## src/rtl/sbs_pkg.sv

```systemverilog
package sbs_pkg;

    // Strobe, advance and selection flags after polarity correction
    typedef struct packed {
        logic proc;   // processor strobe asserted
        logic ctrl;   // controller strobe asserted
        logic adv;    // advance asserted
        logic ilv;    // interleaved order chosen
        logic sel;    // all three chip enables active
    } sbs_ctl_t;

    typedef enum logic [1:0] {
        EV_NONE  = 2'd0,
        EV_START = 2'd1,
        EV_CONT  = 2'd2,
        EV_DESEL = 2'd3
    } sbs_event_e;

    // Low two address bits for burst step cnt from start value st
    function automatic logic [1:0] burst_low(input logic [1:0] st,
                                             input logic [1:0] cnt,
                                             input logic       ilv);
        return ilv ? (st ^ cnt) : (st + cnt);
    endfunction

endpackage

```

## src/rtl/sbs_wr_decode.sv

```systemverilog
module sbs_wr_decode #(
    parameter int LANES = 4
) (
    input  logic             all_wr_n,
    input  logic             bw_en_n,
    input  logic [LANES-1:0] bw_sel_n,
    output logic [LANES-1:0] lane_mask,
    output logic             wr_req
);

    for (genvar g = 0; g < LANES; g++) begin : g_lane
        assign lane_mask[g] = !all_wr_n || (!bw_en_n && !bw_sel_n[g]);
    end

    assign wr_req = |lane_mask;

endmodule

```

## src/rtl/sbs_burst_ctrl.sv

```systemverilog
module sbs_burst_ctrl
    import sbs_pkg::*;
#(
    parameter int ADDR_W = 6
) (
    input  logic              clk,
    input  logic              rst,
    input  sbs_ctl_t          ctl,
    input  logic [ADDR_W-1:0] addr_in,
    input  logic              wr_req,
    output logic              acc_vld,
    output logic              acc_wr,
    output logic [ADDR_W-1:0] acc_addr
);

    logic              active_q;
    logic [ADDR_W-1:0] base_q;
    logic [1:0]        cnt_q;

    logic              start_p;
    logic              start_c;
    sbs_event_e        ev;
    logic [ADDR_W-1:0] base_nxt;
    logic [1:0]        cnt_nxt;
    logic              active_nxt;

    assign start_p = ctl.proc && ctl.sel;
    assign start_c = ctl.ctrl && ctl.sel && !ctl.proc;

    always_comb begin
        if (start_p || start_c)           ev = EV_START;
        else if (ctl.ctrl && !ctl.sel)    ev = EV_DESEL;
        else if (active_q)                ev = EV_CONT;
        else                              ev = EV_NONE;
    end

    always_comb begin
        base_nxt   = base_q;
        cnt_nxt    = cnt_q;
        active_nxt = active_q;
        unique case (ev)
            EV_START: begin
                base_nxt   = addr_in;
                cnt_nxt    = 2'd0;
                active_nxt = 1'b1;
            end
            EV_CONT:  if (ctl.adv) cnt_nxt = cnt_q + 2'd1;
            EV_DESEL: active_nxt = 1'b0;
            default:  ;
        endcase
    end

    assign acc_vld  = (ev == EV_START) || (ev == EV_CONT);
    assign acc_wr   = acc_vld && !start_p && wr_req;
    assign acc_addr = {base_nxt[ADDR_W-1:2], burst_low(base_nxt[1:0], cnt_nxt, ctl.ilv)};

    always_ff @(posedge clk) begin
        if (rst) begin
            active_q <= 1'b0;
            base_q   <= '0;
            cnt_q    <= 2'd0;
        end else begin
            active_q <= active_nxt;
            base_q   <= base_nxt;
            cnt_q    <= cnt_nxt;
        end
    end


    ctr_hold_chk: assert property (@(posedge clk) disable iff (rst)
        (ev == EV_CONT && !ctl.adv) |=> (cnt_q == $past(cnt_q)));


    ctr_step_chk: assert property (@(posedge clk) disable iff (rst)
        (ev == EV_CONT && ctl.adv) |=> (cnt_q == $past(cnt_q) + 2'd1));


    reload_chk: assert property (@(posedge clk) disable iff (rst)
        (start_p || start_c) |=> (cnt_q == 2'd0 && base_q == $past(addr_in) && active_q));

endmodule

```

## src/rtl/sbs_mem_array.sv

```systemverilog
module sbs_mem_array #(
    parameter int ADDR_W = 6,
    parameter int LANES  = 4,
    parameter int LANE_W = 8
) (
    input  logic                     clk,
    input  logic                     rst,
    input  logic                     acc_vld,
    input  logic                     acc_wr,
    input  logic [ADDR_W-1:0]        acc_addr,
    input  logic [LANES-1:0]         lane_mask,
    input  logic [LANES*LANE_W-1:0]  wdata,
    output logic [LANES*LANE_W-1:0]  rdata,
    output logic                     rdata_vld
);

    localparam int DEPTH  = 1 << ADDR_W;
    localparam int DATA_W = LANES * LANE_W;

    logic [DATA_W-1:0] rd_word;
    logic              do_rd;

    assign do_rd = acc_vld && !acc_wr;

    for (genvar g = 0; g < LANES; g++) begin : g_bank
        logic [LANE_W-1:0] bank [DEPTH];

        always_ff @(posedge clk) begin
            if (acc_vld && acc_wr && lane_mask[g])
                bank[acc_addr] <= wdata[g*LANE_W +: LANE_W];
        end

        assign rd_word[g*LANE_W +: LANE_W] = bank[acc_addr];
    end

    always_ff @(posedge clk) begin
        if (rst) begin
            rdata     <= '0;
            rdata_vld <= 1'b0;
        end else begin
            rdata     <= do_rd ? rd_word : '0;
            rdata_vld <= do_rd;
        end
    end


    out_zero_chk: assert property (@(posedge clk) disable iff (rst)
        !rdata_vld |-> (rdata == '0));


    wr_no_out_chk: assert property (@(posedge clk) disable iff (rst)
        (acc_vld && acc_wr) |=> !rdata_vld);

endmodule

```

## src/rtl/sync_burst_sram.sv

```systemverilog
module sync_burst_sram
    import sbs_pkg::*;
#(
    parameter int ADDR_W = 6,
    parameter int LANES  = 4,
    parameter int LANE_W = 8
) (
    input  logic                     clk,
    input  logic                     rst,
    input  logic                     cs_a_n,
    input  logic                     cs_b,
    input  logic                     cs_c_n,
    input  logic                     proc_stb_n,
    input  logic                     ctrl_stb_n,
    input  logic                     adv_n,
    input  logic                     order_sel,
    input  logic                     all_wr_n,
    input  logic                     bw_en_n,
    input  logic [LANES-1:0]         bw_sel_n,
    input  logic [ADDR_W-1:0]        addr,
    input  logic [LANES*LANE_W-1:0]  wdata,
    output logic [LANES*LANE_W-1:0]  rdata,
    output logic                     rdata_vld
);

    localparam int DATA_W = LANES * LANE_W;

    sbs_ctl_t          ctl;
    logic [LANES-1:0]  lane_mask;
    logic              wr_req;
    logic              acc_vld;
    logic              acc_wr;
    logic [ADDR_W-1:0] acc_addr;

    // Access stage registers
    logic              s1_vld;
    logic              s1_wr;
    logic [ADDR_W-1:0] s1_addr;
    logic [LANES-1:0]  s1_mask;
    logic [DATA_W-1:0] s1_wdata;

    assign ctl.proc = !proc_stb_n;
    assign ctl.ctrl = !ctrl_stb_n;
    assign ctl.adv  = !adv_n;
    assign ctl.ilv  = order_sel;
    assign ctl.sel  = !cs_a_n && cs_b && !cs_c_n;

    sbs_wr_decode #(.LANES(LANES)) i_dec (
        .all_wr_n  (all_wr_n),
        .bw_en_n   (bw_en_n),
        .bw_sel_n  (bw_sel_n),
        .lane_mask (lane_mask),
        .wr_req    (wr_req)
    );

    sbs_burst_ctrl #(.ADDR_W(ADDR_W)) i_burst (
        .clk      (clk),
        .rst      (rst),
        .ctl      (ctl),
        .addr_in  (addr),
        .wr_req   (wr_req),
        .acc_vld  (acc_vld),
        .acc_wr   (acc_wr),
        .acc_addr (acc_addr)
    );

    always_ff @(posedge clk) begin
        if (rst) begin
            s1_vld   <= 1'b0;
            s1_wr    <= 1'b0;
            s1_addr  <= '0;
            s1_mask  <= '0;
            s1_wdata <= '0;
        end else begin
            s1_vld   <= acc_vld;
            s1_wr    <= acc_wr;
            s1_addr  <= acc_addr;
            s1_mask  <= lane_mask;
            s1_wdata <= wdata;
        end
    end

    sbs_mem_array #(.ADDR_W(ADDR_W), .LANES(LANES), .LANE_W(LANE_W)) i_mem (
        .clk       (clk),
        .rst       (rst),
        .acc_vld   (s1_vld),
        .acc_wr    (s1_wr),
        .acc_addr  (s1_addr),
        .lane_mask (s1_mask),
        .wdata     (s1_wdata),
        .rdata     (rdata),
        .rdata_vld (rdata_vld)
    );


    proc_read_chk: assert property (@(posedge clk) disable iff (rst)
        (ctl.proc && ctl.sel) |=> (s1_vld && !s1_wr));


    desel_chk: assert property (@(posedge clk) disable iff (rst)
        (ctl.ctrl && !ctl.sel) |=> ##1 (!rdata_vld && rdata == '0));


    idle_ign_chk: assert property (@(posedge clk) disable iff (rst)
        (!s1_vld && !ctl.ctrl && !(ctl.proc && ctl.sel)) |=> !s1_vld);

endmodule

```

## config.mk

```make
export PLATFORM = sky130hd
export DESIGN_NAME = sync_burst_sram
export DESIGN_NICKNAME = d
export VERILOG_FILES = /design/src/rtl/sbs_pkg.sv /design/src/rtl/sbs_wr_decode.sv /design/src/rtl/sbs_burst_ctrl.sv /design/src/rtl/sbs_mem_array.sv /design/src/rtl/sync_burst_sram.sv
export SDC_FILE = /design/constraint.sdc
export NUM_CORES = 2
export LEC_CHECK = 0
export BUFFER_PORTS_ARGS = -buffer_cell sky130_fd_sc_hd__buf_2
export CAP_MARGIN = 25
export CELL_PAD_IN_SITES_DETAIL_PLACEMENT = 0
export CELL_PAD_IN_SITES_GLOBAL_PLACEMENT = 2
export CORE_MARGIN = 2
export CORE_UTILIZATION = 52
export CTS_CLUSTER_DIAMETER = 100
export CTS_CLUSTER_SIZE = 28
export DETAILED_ROUTE_END_ITERATION = 7
export PLACE_DENSITY_LB_ADDON = 0.08
export SLEW_MARGIN = 15
export SYNTH_ARGS = -nofsm -noshare
export SYNTH_HDL_FRONTEND = slang
export SYNTH_SLANG_ARGS = --single-unit
```

## constraint.sdc

```tcl
create_clock -name clk -period 4.4 [get_ports clk]
set_input_delay 0.22 -clock clk [delete_from_list [all_inputs] [get_ports clk]]
set_output_delay 0.22 -clock clk [all_outputs]
set_load 0.01 [all_outputs]
```

Word-level counts from Yosys, hierarchy flattened
Memory sizes are Yosys's and may differ from the RTL's. A register that Yosys moved wholly into a read port is not among the register bits.
Index checks and enable logic that the tools add are counted.
- register bits: 54
- bits in latches: 0
- bits in writable memories: 2048
- bits in read-only memories: 0
- input bits: 53
- output and inout port bits: 33
- word-level logic and storage cells: 76
- memories kept: 4
- memories (memory ; depth ; width ; rd ports ; clocked after Yosys merged registers in ; write ports ; RTL line ; RTL):
    i_mem.g_bank[0].bank ; 64 ; 8 ; 1 ; 1 ; 1 ; sbs_mem_array.sv:26 ; logic [LANE_W-1:0] bank [DEPTH];
    i_mem.g_bank[1].bank ; 64 ; 8 ; 1 ; 1 ; 1 ; sbs_mem_array.sv:26 ;
    i_mem.g_bank[2].bank ; 64 ; 8 ; 1 ; 1 ; 1 ; sbs_mem_array.sv:26 ;
    i_mem.g_bank[3].bank ; 64 ; 8 ; 1 ; 1 ; 1 ; sbs_mem_array.sv:26 ;
- $add $sub $neg: 2
- $mul: 0
- div/mod/pow operators: 0
- $lt $le $gt $ge: 0
- equal/unequal tests: 3
- shifts and indexed selects: 0
- muxes and demuxes: 16
- bitwise operators: 2
- reductions and logical operators: 40
- operator list (cell ; count):
    $logic_and A1 B1 Y1 ; 18
    $logic_not A1 Y1 ; 13
    $mux W2 ; 5
    $mux W1 ; 8
    $logic_or A1 B1 Y1 ; 6
    $mux W6 ; 1
    $eq A2 B2 Y1 const B ; 2
    $pmux W2 S2 ; 1
    $reduce_or A4 Y1 ; 1
    $add A2 B1 Y2 const B ; 1
    $add A2 B2 Y2 ; 1
    $eq A2 B1 Y1 const B ; 1
    $pmux W1 S2 ; 1
    $reduce_bool A2 Y1 ; 1
    $reduce_or A2 Y1 ; 1
    $xor A2 B2 Y2 ; 1
    $not A1 Y1 ; 1

Depth between registers and ports, before layout
- depth in word-level cells: 11
- mapped depth: 12
- gate-level depth less buffers: 12

Hierarchy
A second synthesis with hierarchy kept.
- cell total of the unflattened synthesis: 4882
- area, all modules: 81549.5 um2
- modules (own cells, without submodules) (module ; instances ; cells each ; area each (um2) ; seq. area each (um2)):
    sbs_mem_array ; 1 ; 4727 ; 79809.0 ; 62159.6
    sync_burst_sram ; 1 ; 96 ; 1194.9 ; 880.8
    sbs_burst_ctrl ; 1 ; 53 ; 511.7 ; 180.2
    sbs_wr_decode ; 1 ; 6 ; 33.8 ; 0.0

Worst setup path before layout
No wires, ideal clock.
- kind: register to register
- start: reg s1_addr[1]
- end: mem i_mem.g_bank[2].bank[16][0], enable pin
- setup time: 370 ps
- data arrival time: 2028 ps
- required time: 4030 ps
- setup slack: 2002 ps
- stages on the path, launching flop included: 9
- path buffers: 5
- period minus slack after synthesis: 2398 ps
- cells stage by stage: dfxtp_1 -> buf_6 -> buf_2 -> buf_6 -> buf_4 -> buf_2 -> nor3_2 -> nand2_1 -> nor2_1
- RTL lines (what ; RTL line ; RTL):
    from (decl) ; sync_burst_sram.sv:38 ; logic [ADDR_W-1:0] s1_addr;
    from (signal assigned) ; sync_burst_sram.sv:77 ; s1_addr <= acc_addr;
    to (decl) ; sbs_mem_array.sv:26 ;
No word-level cell before the write port.

==> impl_metrics.yaml <==
outcome:
  status: "complete, but fails checks"
  violations: "design-rule violations"
detailed_routing:
  remaining_drc_errors: 1
  drt_iter0_markers: 5064
  vias: 43300
  wl_per_cell_um: 33.0
  totalWireLength_um: 224000
  dr.pass1.iters: 8
  final_antenna_net_count: 0
  via_per_inst: 6.38
worst_setup_path:
  rrSetupSlack_ps: 930
  path_cells: "buf_4, nor2b_4, buf_12, a22oi_1, o211ai_1, a21oi_1, a31oi_1"
  worstPathMaxFanout: 55
  crit_family: "compound AO/OA/AOI/OAI gates"
  cp_num_buf_inv: 2
  arrival_ps: 4060
  crit_path_start_kind: "register"
  endpoint_kind: "register"
  slowest_delay_ps: 720
  cpMaxStageDelayCell: "dfxtp_4"
  critPathKind: "reg -> reg"
  timing.rr.end: "i_mem.rdata[7]$_SDFF_PP0_"
  crit_required_ps: 4990
  timing.rr.start: "s1_addr[1]$_SDFF_PP0_"
  reg2reg_depth: 7
global_route:
  grt_usage_pct: 28.2
  grt_pass1_vias: 42000
  grt_pass1_wl_um: 317000
  antenna_found_initial: 12
  grt_start_max_net_pins: 107
  globalRoute.totalOverflow: 0
worst_hold_path:
  worstHoldStart: "rst"
  min_path_cells: 3
  hold_end: "i_burst.cnt_q[1]$_SDFF_PP0_"
  min_path_type: "in -> reg"
floorplan:
  die_height_um: 399
  num_rows: 144
  initial_core_util_pct: 52.5
  die_w_um: 399
  die_area_um2: 159000
  coreArea_um2: 154000
  ios: 86
logic_synthesis:
  synth_area_leaders: "edfxtp_1, mux2i_1, mux4_2, a221oi_1, dfxtp_1"
  synthArstFlopShare_pct: 0
  ys_ff_latch: 2130
  synth_top_family_by_area: "compound AO/OA/AOI/OAI gates"
  avgSynthCellArea_um2: 17.9
  yosys_warnings: 0
  syn_area_um2: 81100
  synthMuxAreaShare_pct: 7.99
  synth.most_common_cell: "edfxtp_1"
  synth_compound_gate_area_share_pct: 8.73
  synth_xor_xnor_area_share_pct: 0.0216
  synth-edff-count: 2048
  ys_types: 58
  synth.net_count: 4583
  netlist.top_cell.by_area: "edfxtp_1"
  synth-adder-area-share_pct: 0.0463
  ys.flop_type: "edfxtp_1"
  netlist.area_leader.share_pct: 75.9
  synth_simple_gate_area_share_pct: 3.34
  yosysSeqAreaShare_pct: 77.9
  syn_inst: 4527
  synthTopCellsByCount: "edfxtp_1, nor2_1, mux2i_1, a221oi_1, o22ai_1"
place:
  place.gp.congestion: 0.861
  dpl.hpwl_um: 142000
  port_buffers: 85
timing:
  setup_tns_ps: 0
  clock_skew_ps: 49.9
  hold_viol: 0
  setup_viol: 0
  timing.final.crit_share_pct: 79.0
  tightest_slew_ps: 1080
  slew_headroom_pct: 27.4
  finalCriticalPeriod_ps: 3470
  finalMaxSlewViolations: 0
  fmax_ghz: 0.288
  rsz0062_at_grt: "no"
clock_network:
  cts_tree: "done"
  cts_sinks: 2130
  cts_root_buf: "clkbuf_16"
  clk_latency_ps: 750
  clockBufferDepth: 3
  cts_resized: 0
  path_clk_slew_ps: 110
  htreeDepth: 3
  cts_buffers: 86
power_and_ir_drop:
  p_leak_uw: 0.0268
  ir_drop_uv: 360
  p_per_area_nw_per_um2: 382
finish:
  drive_gt1_share_pct: 13.8
  layout.nets: 4730
  final_util_pct: 56.9
  area_growth_pct: 8.36
flow_run:
  maxCapViolations: 0
routing by layer:
metal / wire [um] / global-route usage [%] / part of all wire, % / vias up
met2: 105000 / 44.2 / 47 / 1700
met1: 95500 / 41.3 / 43 / 22700
met4: 5680 / 7.36 / 2.5 / 8
met5: 168 / 0 / 0.075 / -
li1: - / - / - / 18700
met3: 17500 / 5.16 / 7.8 / 229
worst max path at each step:
stage                           from                               endpoint  slack [ps]  depth (start not counted)
2_1_floorplan  s1_addr[1]$_SDFF_PP0_  i_mem.g_bank[2].bank[16][0]$_DFFE_PP_        2000                          8
3_3_place_gp   s1_addr[1]$_SDFF_PP0_              i_mem.rdata[7]$_SDFF_PP0_        1030                          7
3_5_place_dp   s1_addr[1]$_SDFF_PP0_              i_mem.rdata[7]$_SDFF_PP0_        1080                          8
4_1_cts        s1_addr[1]$_SDFF_PP0_              i_mem.rdata[7]$_SDFF_PP0_        1020                          7
5_1_grt        s1_addr[1]$_SDFF_PP0_              i_mem.rdata[7]$_SDFF_PP0_         880                          7
6_report       s1_addr[1]$_SDFF_PP0_              i_mem.rdata[7]$_SDFF_PP0_         930                          7
area by class of cell:
cell class / instances / area (um^2)
Antenna cell: 5 / 12.5
Fill cell: 11900 / 66600
Sequential cell: 2130 / 63200
Multi-Input combinational cell: 2065 / 16400
Inverter: 5 / 26.3
Clock buffer: 156 / 2480
Tap cell: 2044 / 2560
Timing Repair Buffer: 386 / 3090
Clock inverter: 6 / 72.6
placed cells by master, fill, tap and decap left out, drive strengths merged, types with 2 or more instances in the layout:
| cell type | n |
|---|---|
| a21o | 4 |
| a21oi | 19 |
| a221oi | 299 |
| a222oi | 30 |
| a22o | 29 |
| a22oi | 122 |
| a31oi | 3 |
| and2 | 6 |
| and3 | 6 |
| buf | 332 |
| clkbuf | 156 |
| dfxtp | 82 |
| diode | 5 |
| dlygate4sd3 | 54 |
| edfxtp | 2048 |
| ha | 3 |
| inv | 9 |
| mux2 | 2 |
| mux2i | 334 |
| mux4 | 138 |
| nand2 | 95 |
| nand2b | 10 |
| nand3 | 16 |
| nor2 | 395 |
| nor2b | 42 |
| nor3 | 61 |
| o2111ai | 29 |
| o21a | 9 |
| o21ai | 180 |
| o22ai | 185 |
| o31a | 29 |
| or2 | 2 |
| xnor2 | 2 |
registers in the layout, summed over array words and instances, names as in the netlist:
signal	cells
i_burst.active_q	1
i_burst.base_q	2
i_burst.cnt_q	2
i_mem.g_bank.bank	2048
i_mem.rdata	32
i_mem.rdata_vld	1
s1_addr	6
s1_mask	4
s1_vld	1
s1_wdata	32
s1_wr	1
cell families (layout without fill, tap and decap cells):
family,Yosys count,after routing
flops,2130,2130
compound gates,947,947
simple gates,639,639
mux,474,474
buf+inv,332,553
fa+ha+maj,3,3
xor+xnor,2,2
other cells,0,5
report_power, final:
group	switching, uW	internal (uW)
clock	5980	3910
combinational	956	442
sequential	85.0	22200
total	7020	26600
worst register-to-register path, delay by kind of cell, from the launching register on:
family	cells	cell delay [ps]
simple gates	1	650
compound gates	4	1110
buf+inv	2	820
flops	1	720
metrics by stage:
| stage | hold WS [ps] | setup WS [ps] | cells | power (uW) | cell area (um^2) |
|---|---|---|---|---|---|
| 2_1_floorplan | 332 | 2000 | 4527 | 23500 | 81100 |
| 3_3_place_gp | 428 | 1030 | 6572 | 24100 | 84700 |
| 3_5_place_dp | 436 | 1080 | 6574 | 24100 | 84700 |
| 4_1_cts | 25.3 | 1020 | 6790 | 33800 | 87800 |
| 5_1_grt | 97.9 | 883 | 6792 | 34500 | 87800 |
| 6_report | 104 | 926 | 6797 | 33600 | 87800 |
repair_timing:
item,4_1_cts,5_1_grt
hold endpoints to repair,47,0
endpoints found under the setup margin,0,0
hold buffers,54,0
setup buffers,0,0
(Power assumes the default switching activity.)
